==> src/rtl/dds_pkg.sv <==
// Package: shared waveform codes and the noise generator's step function.
// Assumes a 3-bit select; codes above WAVE_NOISE are treated as unused.
package dds_pkg;

    typedef enum logic [2:0] {
        WAVE_SINE    = 3'd0,
        WAVE_RAMP_UP = 3'd1,
        WAVE_RAMP_DN = 3'd2,
        WAVE_TRI     = 3'd3,
        WAVE_SQUARE  = 3'd4,
        WAVE_NOISE   = 3'd5
    } wave_e;

    localparam int          NOISE_W    = 16;
    localparam logic [15:0] NOISE_SEED = 16'hACE1;

    // Maximal-length Fibonacci step, taps 16/14/13/11
    function automatic logic [NOISE_W-1:0] noise_step(input logic [NOISE_W-1:0] s);
        return {s[NOISE_W-2:0], s[15] ^ s[13] ^ s[12] ^ s[10]};
    endfunction

endpackage

==> src/rtl/dds_phase_acc.sv <==
// Phase register: adds the tuning word every clock while running, wraps
// modulo 2^PHASE_W, and clears to zero in reset or while stopped.
module dds_phase_acc #(
    parameter int PHASE_W = 32
) (
    input  logic               clk,
    input  logic               rst_n,
    input  logic               run_i,
    input  logic [PHASE_W-1:0] ftw_i,
    output logic [PHASE_W-1:0] phase_o
);

    // Accumulate or clear the phase
    always_ff @(posedge clk) begin
        if (!rst_n || !run_i) phase_o <= '0;
        else                  phase_o <= phase_o + ftw_i;
    end

endmodule

==> src/rtl/dds_sine_rom.sv <==
// Registered sine table with one cycle of latency. The contents are computed
// at elaboration with an integer rational approximation of the sine (error
// well under one LSB at 8 bits). Assumes ADDR_W small enough that
// 16*P*P fits comfortably in 64 bits.
module dds_sine_rom #(
    parameter int ADDR_W = 8,
    parameter int OUT_W  = 8
) (
    input  logic              clk,
    input  logic              rst_n,
    input  logic [ADDR_W-1:0] addr_i,
    output logic [OUT_W-1:0]  data_o
);

    localparam int    DEPTH = 1 << ADDR_W;
    localparam int    HALF  = DEPTH / 2;
    localparam longint MID  = longint'(1) << (OUT_W - 1);
    localparam longint AMP  = MID - 1;

    function automatic logic [DEPTH*OUT_W-1:0] build_table();
        logic [DEPTH*OUT_W-1:0] tbl;
        longint t, prod, num, den, mag;
        tbl = '0;
        for (int i = 0; i < DEPTH; i++) begin
            t    = longint'(i % HALF);
            prod = t * (longint'(HALF) - t);
            num  = 16 * prod;
            den  = 5 * longint'(HALF) * longint'(HALF) - 4 * prod;
            mag  = (AMP * num + den / 2) / den;
            if (i < HALF) tbl[i*OUT_W +: OUT_W] = OUT_W'(MID + mag);
            else          tbl[i*OUT_W +: OUT_W] = OUT_W'(MID - mag);
        end
        return tbl;
    endfunction

    localparam logic [DEPTH*OUT_W-1:0] TABLE = build_table();

    // Table read register
    always_ff @(posedge clk) begin
        if (!rst_n) data_o <= OUT_W'(MID);
        else        data_o <= TABLE[addr_i*OUT_W +: OUT_W];
    end

endmodule

==> src/rtl/dds_noise.sv <==
// Free-running LFSR noise source: seeded in reset, steps on every clock.
module dds_noise (
    input  logic                        clk,
    input  logic                        rst_n,
    output logic [dds_pkg::NOISE_W-1:0] state_o
);

    // Seed or step the register
    always_ff @(posedge clk) begin
        if (!rst_n) state_o <= dds_pkg::NOISE_SEED;
        else        state_o <= dds_pkg::noise_step(state_o);
    end

endmodule

==> src/rtl/dds_shaper.sv <==
// Registered shaping of every non-table waveform from the phase and noise
// state. Sine and unused codes produce mid-scale here; the top picks the
// table output for sine. Assumes PHASE_W > OUT_W and NOISE_W >= OUT_W.
module dds_shaper #(
    parameter int PHASE_W = 32,
    parameter int OUT_W   = 8
) (
    input  logic                        clk,
    input  logic                        rst_n,
    input  logic [PHASE_W-1:0]          phase_i,
    input  logic [2:0]                  wave_i,
    input  logic [dds_pkg::NOISE_W-1:0] noise_i,
    output logic [OUT_W-1:0]            shape_o
);
    import dds_pkg::*;

    localparam logic [OUT_W-1:0] MID = OUT_W'(1) << (OUT_W - 1);

    logic             msb;
    logic [OUT_W-1:0] top_bits;
    logic [OUT_W-1:0] fold_bits;
    logic [OUT_W-1:0] shape_d;

    assign msb       = phase_i[PHASE_W-1];
    assign top_bits  = phase_i[PHASE_W-1 -: OUT_W];
    assign fold_bits = phase_i[PHASE_W-2 -: OUT_W];

    // Select the shape for the current phase
    always_comb begin
        case (wave_e'(wave_i))
            WAVE_RAMP_UP: shape_d = top_bits;
            WAVE_RAMP_DN: shape_d = ~top_bits;
            WAVE_TRI:     shape_d = fold_bits ^ {OUT_W{msb}};
            WAVE_SQUARE:  shape_d = {OUT_W{msb}};
            WAVE_NOISE:   shape_d = noise_i[OUT_W-1:0];
            default:      shape_d = MID;
        endcase
    end

    // Output register matching the table's latency
    always_ff @(posedge clk) begin
        if (!rst_n) shape_o <= MID;
        else        shape_o <= shape_d;
    end

endmodule

==> src/rtl/dds_wave_core.sv <==
// Top: phase register, sine table, noise source and shaper, followed by the
// final select. All sample paths carry one register stage. The fast output
// is the phase MSB taken straight from the phase register.
module dds_wave_core #(
    parameter int PHASE_W = 32,
    parameter int OUT_W   = 8,
    parameter int ADDR_W  = 8
) (
    input  logic               clk,
    input  logic               rst_n,
    input  logic               run_i,
    input  logic [PHASE_W-1:0] ftw_i,
    input  logic [2:0]         wave_i,
    output logic [OUT_W-1:0]   sample_o,
    output logic               hs_o
);
    import dds_pkg::*;

    localparam logic [OUT_W-1:0] MID = OUT_W'(1) << (OUT_W - 1);

    logic [PHASE_W-1:0] phase;
    logic [NOISE_W-1:0] noise;
    logic [OUT_W-1:0]   sine_q;
    logic [OUT_W-1:0]   shape_q;
    logic               run_q;
    logic               sine_sel_q;

    dds_phase_acc #(.PHASE_W(PHASE_W)) u_acc (
        .clk(clk), .rst_n(rst_n), .run_i(run_i), .ftw_i(ftw_i), .phase_o(phase)
    );

    dds_sine_rom #(.ADDR_W(ADDR_W), .OUT_W(OUT_W)) u_rom (
        .clk(clk), .rst_n(rst_n), .addr_i(phase[PHASE_W-1 -: ADDR_W]), .data_o(sine_q)
    );

    dds_noise u_noise (
        .clk(clk), .rst_n(rst_n), .state_o(noise)
    );

    dds_shaper #(.PHASE_W(PHASE_W), .OUT_W(OUT_W)) u_shape (
        .clk(clk), .rst_n(rst_n), .phase_i(phase), .wave_i(wave_i),
        .noise_i(noise), .shape_o(shape_q)
    );

    // Align run state and table choice with the registered samples
    always_ff @(posedge clk) begin
        if (!rst_n) begin
            run_q      <= 1'b0;
            sine_sel_q <= 1'b0;
        end else begin
            run_q      <= run_i;
            sine_sel_q <= (wave_e'(wave_i) == WAVE_SINE);
        end
    end

    assign sample_o = !run_q ? MID : (sine_sel_q ? sine_q : shape_q);
    assign hs_o     = phase[PHASE_W-1];

endmodule

==> config.mk <==
export PLATFORM = sky130hd
export DESIGN_NAME = dds_wave_core
export DESIGN_NICKNAME = d
export VERILOG_FILES = /design/src/rtl/dds_pkg.sv /design/src/rtl/dds_phase_acc.sv /design/src/rtl/dds_sine_rom.sv /design/src/rtl/dds_noise.sv /design/src/rtl/dds_shaper.sv /design/src/rtl/dds_wave_core.sv
export SDC_FILE = /design/constraint.sdc
export NUM_CORES = 1
export LEC_CHECK = 0
export BUFFER_PORTS_ARGS = -buffer_cell sky130_fd_sc_hd__buf_2
export CAP_MARGIN = 10
export CELL_PAD_IN_SITES_DETAIL_PLACEMENT = 1
export CELL_PAD_IN_SITES_GLOBAL_PLACEMENT = 1
export CORE_MARGIN = 4
export CORE_UTILIZATION = 45
export CTS_CLUSTER_SIZE = 8
export DETAILED_ROUTE_END_ITERATION = 8
export HOLD_SLACK_MARGIN = 0.03
export PLACE_DENSITY_LB_ADDON = 0.05
export RECOVER_POWER = 50
export SLEW_MARGIN = 10
export SYNTH_ARGS = -nofsm -noshare
export SYNTH_HDL_FRONTEND = slang
export SYNTH_SLANG_ARGS = --single-unit
==> constraint.sdc <==
create_clock -name clk -period 3.2 [get_ports clk]
set_clock_uncertainty 0.05 [all_clocks]
set_input_delay 0.32 -clock clk [delete_from_list [all_inputs] [get_ports clk]]
set_output_delay 0.32 -clock clk [all_outputs]
set_load 0.02 [all_outputs]
Word level (Yosys, flattened, before mapping)
Cells that the tools add are included.
{ "totals": {"latchBits": 0, "mem_bits_ro": 0, "inputBits": 38, "reg_bits": 66, "output_inout_bits": 9, "elab_cells": 25, "n_memories": 0, "ram_bits": 0} }
{ "classes": {"n_mux": 3, "order_cmp": 0, "shift": 1, "bitwise": 5, "mul": 0, "reduce_logical": 4, "eq_ne": 5, "add_sub_neg": 1, "div": 0} }
{ "op_table": {"columns": ["operator", "n"], "rows": [
  ["variable part select 2048 x 12 -> 8 bit (first input constant)", 1],
  ["case mux 8 bit (5 select lines)", 1],
  ["adder 32 bit", 1],
  ["two-way mux 8 bit", 2],
  ["NOT 8 bit", 1],
  ["bitwise XOR 8 bit", 1],
  ["equality test 3 x 2 -> 1 bit (second input constant)", 2],
  ["equality test 3 bit (second input constant)", 2],
  ["equality test 3 x 1 -> 1 bit (second input constant)", 1],
  ["logical NOT 3 bit", 1],
  ["bitwise XOR 1 bit", 3],
  ["logical NOT 1 bit", 2],
  ["logical OR 1 bit", 1]
]} }

Logic depth before layout (Yosys ltp)
{ "depth": {"ltp_word": 3, "ltp_mapped": 12, "ltp_nobuf": 11} }

Cells and area by module
A second synthesis with hierarchy kept.
{ "hier_totals": {"hier_cells": 732, "hier_area_um2": 5794.3} }
{ "modules_own_cells": {"columns": ["mod", "instances", "area_per_inst_um2", "cells_each"], "rows": [
  ["dds_phase_acc", 1, 2408.6, 283],
  ["dds_sine_rom", 1, 2142.1, 328],
  ["dds_shaper", 1, 591.8, 64],
  ["dds_noise", 1, 457.9, 36],
  ["dds_wave_core", 1, 193.9, 21]
]} }

Worst setup path before layout
No wires, ideal clock.
{ "synth_path": {"path_kind": "in2reg", "startpoint": "input ftw_i[0]", "endpoint": "register u_acc.phase_o[26]", "setup_ps": 127, "path_stages": 9, "path_buffers": 0, "arrival_ps": 2499, "slack_ps": 524, "path_cell_list": "ha_1 fa_1 a21o_1 a221oi_2 o21ai_2 a211o_1 a21oi_4 nor4_1 or3_1"} }
{ "synth_between": {"elab_chain_cells": 1} }
{ "synth_rtl": {"columns": ["element", "line_no", "text"], "rows": [
  ["start, declared", "dds_wave_core.sv:12", "input logic [PHASE_W-1:0] ftw_i,"],
  ["adder 32 bit", "dds_phase_acc.sv:16", "else phase_o <= phase_o + ftw_i;"],
  ["end signal, assigned", "dds_phase_acc.sv:16", null],
  ["end, declared", "dds_phase_acc.sv:10", "output logic [PHASE_W-1:0] phase_o"]
]} }
Every way passes these cells.
A chain may end at the register's enable or synchronous reset.

Final worst setup path
{ "layout_path": {"startpoint": "register u_acc.phase_o[0]", "endpoint": "register u_acc.phase_o[26]"} }
{ "layout_between": {"elab_chain_cells": 1} }
{ "layout_rtl": {"columns": ["element", "line_no"], "rows": [
  ["adder 32 bit", "dds_phase_acc.sv:16"]
]} }
Every way passes these cells.

==> results.txt <==
----------------------------------------------------
[Timing]
  Slew Viols, Final ... 0
  Setup repair after global routing missed its margin ... no
  Worst hold-check slack ... 0.220 ns
  Summed negative setup slack over all endpoints ... 0 ns
  Endpoints failing hold ... 0
  Slew Limit Headroom ... 0.0358
  Worst Max-Slew Pin Slew ... roughly 1.4 ns
  Final-report setup violation count ... 0
  Period utilisation layout ... 0.910
  Minimum clock period ... 2.91 ns
  Max Freq ... about 0.34 GHz

[CTS]
  Number of buffers created by CTS ... 9
  Clock transition at the registers of the reported paths ... 0.06 ns
  H-tree lvl count ... 3
  Worst-case clock buffer depth ... 2
  Clk sink count ... between 60 and 70
  Clock latency of the later-clocked register in the worst-skew pair ... ~0.34 ns
  Clock root buffer ... sky130_fd_sc_hd__clkbuf_16
  Hold buffer count at cts ... 0
  CTS tree ... done
  Number of gates given a new drive strength after cts ... 0
  Number of buffers added for setup after CTS ... 0

[Synth]
  Number of synthesized register bits ... 66
  Sequential share of the synthesized area ... 0.226
  Summed instance area of the synthesized netlist ... 5850 um2
  Number of flops mapped to enable cells by yosys ... 0
  Yosys top cell area share ... 0.226
  Mean Syn Cell Area ... approximately 7.5 um2
  Synthesized instance count ... between 700 and 800
  Count of cell types in the netlist ... 65
  Async SR Flop Fraction ... 0
  Ranking of synthesized cells by area ... sky130_fd_sc_hd__dfxtp_1, sky130_fd_sc_hd__ha_1, sky130_fd_sc_hd__a21oi_1, sky130_fd_sc_hd__nand2_1, sky130_fd_sc_hd__o21ai_0
  Top flip-flop cell by instance count after synthesis ... sky130_fd_sc_hd__dfxtp_1
  Post-synthesis net count ... around 870
  Largest area contributor in the synthesized netlist ... sky130_fd_sc_hd__dfxtp_1
  Ys Warns ... 0

[Power]
  Portion of total power attributed to the clock network ... 0.347
  LEAKAGE ... ~2.7 nW
  Flop pwr share ... 0.286
  P_int ... ~2.1 mW
  Pwr Density ... between 500 and 600 nW/um2
  Net Sw Frac ... 0.354
  Max IR drop VDD ... ~0.25 mV
  Power share of the combinational group ... 0.366
  P_sw ... ~1.2 mW

[Detailed routing]
  Routed WL ... around 19 mm
  Starting DRT DRC Count ... approximately 450
  Total DRC errors in the routed layout ... 0
  Overall via count from detail_route ... 5975
  Drt via density ... about 6.1
  Number of detailed-routing iterations run before antenna repair ... 5
  WL per Instance ... 19.0 um
  Antenna violation net count after detailed routing ... 0

[Critical path]
  Slowest stage delay, CP ... approximately 0.43 ns
  Start of the worst register-to-register path ... u_acc.phase_o[0]$_SDFF_PP0_
  Critical path, cell by cell ... ha_1, fa_1, a21o_1, a221oi_2, o21ai_2, a211o_1, a21oi_4, nor4_1, or3_1
  Data required, critical path ... around 3.4 ns
  R2R cell count ... 9
  First element of the critical path ... u_acc.phase_o[0]$_SDFF_PP0_
  Sort of element at the end of the critical path ... flop
  Type of element launching the critical path ... flop
  Reg-to-reg slack, setup ... ~0.29 ns
  Crit Path Category ... reg2reg
  Slowest stage cell, crit path ... sky130_fd_sc_hd__a221oi_2
  Arrival time of data at the critical path endpoint ... approximately 3 ns
  Endpoint of the worst register-to-register path ... u_acc.phase_o[26]$_SDFF_PP0_
  Critical path endpoint ... u_acc.phase_o[26]$_SDFF_PP0_
  Crit-path max FO ... 4

[Cells and area]
  Final non-filler cell area ... between 6000 and 7000 um2
  Fraction of final layout cells with drive strength greater than 1 ... 0.108
  Area growth, synth to finish ... 11.4%
  Final-layout fill cell count ... between 1500 and 2000
  Number of antenna diodes ... 0
  Final net count ... 880

[Floorplanning]
  Die Height ... about 120 um
  Die area ... around 15000 um2
  I/O pins ... between 40 and 50
  Die Span X ... between 100 and 150 um
  Initial core utilization ... 0.462
  Num rows ... 41
  Std-Cell Core Area ... approximately 13000 um2

[Placed design]
  Routability-driven placement congestion ratio ... roughly 0.9
  Standard cell area after detailed placement ... ~6200 um2
  Port bufs ... 46
  Post-DP HPWL ... between 10 and 15 mm

[Run]
  Maximum Capacitance Violations ... 0

[Global routing]
  Maximum number of pins on one net before global-route repair ... 63
  Overflow left after global routing ... 0
  Number of antenna violations at the first check in global routing ... 0
  Overall track demand over capacity in global routing ... 0.253
  Vias in the first global route ... about 6000
  Wire length of the first global-routing pass ... 30.3 mm

[Hold path]
  Path class of the lowest-slack min-delay path ... in2reg

[Status]
  Status ... completed

----------------------------------------------------
==> power groups by stage <==
stage	logic (mW)	registers, mW	clock network (mW)
global route	1.34	0.961	1.21
finish	1.22	0.951	1.15
floorplan	0.901	0.940	0
global placement	1.16	0.966	0
CTS	1.21	0.952	1.18
detailed placement	1.20	0.969	0
==> cells in the mapped netlist (15+ instances only) <==
library cell	n
sky130_fd_sc_hd__nor3_1	22
sky130_fd_sc_hd__nor2_1	70
sky130_fd_sc_hd__o21ai_0	57
sky130_fd_sc_hd__xnor2_1	15
sky130_fd_sc_hd__clkbuf_1	37
sky130_fd_sc_hd__nand2_1	77
sky130_fd_sc_hd__dfxtp_1	66
sky130_fd_sc_hd__ha_1	46
sky130_fd_sc_hd__nor2b_1	21
sky130_fd_sc_hd__a21o_1	16
sky130_fd_sc_hd__a21oi_1	85
sky130_fd_sc_hd__xor2_1	22
sky130_fd_sc_hd__inv_1	19
==> how the worst min path moves through the flow <==
stage	slack, ns	start	depth (start not counted)	end
2_1_floorplan	0.34	u_noise.state_o[9]$_SDFF_PN0_	1	u_noise.state_o[10]$_SDFF_PN1_
3_3_place_gp	0.34	u_noise.state_o[9]$_SDFF_PN0_	1	u_noise.state_o[10]$_SDFF_PN1_
3_5_place_dp	0.35	u_noise.state_o[9]$_SDFF_PN0_	1	u_noise.state_o[10]$_SDFF_PN1_
4_1_cts	0.18	run_i	2	u_acc.phase_o[1]$_SDFF_PP0_
5_1_grt	0.22	run_i	2	u_acc.phase_o[1]$_SDFF_PP0_
6_report	0.22	run_i	2	u_acc.phase_o[1]$_SDFF_PP0_
==> final cells by class <==
| class | count | area [um2] | area share |
|---|---|---|---|
| Sequential cell | 66 | 1330 | 0.203 |
| Inverter | 20 | 75.1 | 0.0115 |
| Clock buffer | 10 | 229 | 0.0351 |
| Timing Repair Buffer | 61 | 348 | 0.0533 |
| Clock inverter | 6 | 115 | 0.0177 |
| Tap cell | 172 | 215 | 0.0330 |
| Multi-Input combinational cell | 637 | 4210 | 0.646 |
==> critical path, delay by kind of cell (launching register included) <==
family / cells / cell delay, ns
AOI/OAI and AO/OA: 5 / 1.37
adders and majority gates: 2 / 0.64
and+or+nand+nor: 2 / 0.44
DFF: 1 / 0.30
==> sequential cells by signal, summed over array words and instances, names as in the netlist <==
signal,flops
u_rom.data_o,8
run_q,1
sine_sel_q,1
u_acc.phase_o,32
u_shape.shape_o,8
u_noise.state_o,16
==> per-stage QoR <==
stage	total power [mW]	std cells	setup slack, ns	util
2_1_floorplan	1.84	782	0.524	-
3_3_place_gp	2.12	956	0.198	0.489
3_5_place_dp	2.16	956	0.118	0.489
4_1_cts	3.34	972	0.267	0.516
5_1_grt	3.51	972	0.155	0.515
6_report	3.32	972	0.287	0.515
==> cell families (layout without fill, tap and decap cells) <==
kind of cell,Yosys count,in the layout,synth area share
XOR/XNOR,37,37,0.0554
adder cells (fa/ha/maj),47,47,0.102
AO/OA/AOI/OAI,277,277,0.310
AND/OR/NAND/NOR,256,256,0.205
buffers and inverters,79,97,0.0547
flip-flops,66,66,0.226
multiplexers,20,20,0.0472
==> routing by layer <==
| layer | routed length [um] | part of all wire | up-vias | track usage |
|---|---|---|---|---|
| li1 | - | - | 2881 | - |
| met1 | 8420 | 0.45 | 2917 | 0.321 |
| met5 | 0 | 0 | - | 0 |
| met3 | 603 | 0.033 | 36 | 0.0311 |
| met2 | 9020 | 0.49 | 141 | 0.438 |
| met4 | 464 | 0.025 | 0 | 0.0973 |
==> cell usage in the layout (no fill, tap or decap), types with 12 or more instances in the layout <==
cell                        n
sky130_fd_sc_hd__o211ai_1  12
sky130_fd_sc_hd__xor2_1    22
sky130_fd_sc_hd__nor2_1    70
sky130_fd_sc_hd__nand3_1   12
sky130_fd_sc_hd__nand2_1   77
sky130_fd_sc_hd__a21o_1    16
sky130_fd_sc_hd__nor3_1    22
sky130_fd_sc_hd__a21oi_1   85
sky130_fd_sc_hd__buf_2     36
sky130_fd_sc_hd__ha_1      46
sky130_fd_sc_hd__o21ai_0   57
sky130_fd_sc_hd__xnor2_1   15
sky130_fd_sc_hd__nor2b_1   21
sky130_fd_sc_hd__inv_1     19
sky130_fd_sc_hd__dfxtp_1   63
sky130_fd_sc_hd__clkbuf_1  13
sky130_fd_sc_hd__mux2i_1   13
Note: power is estimated with default switching activity, not from simulation.
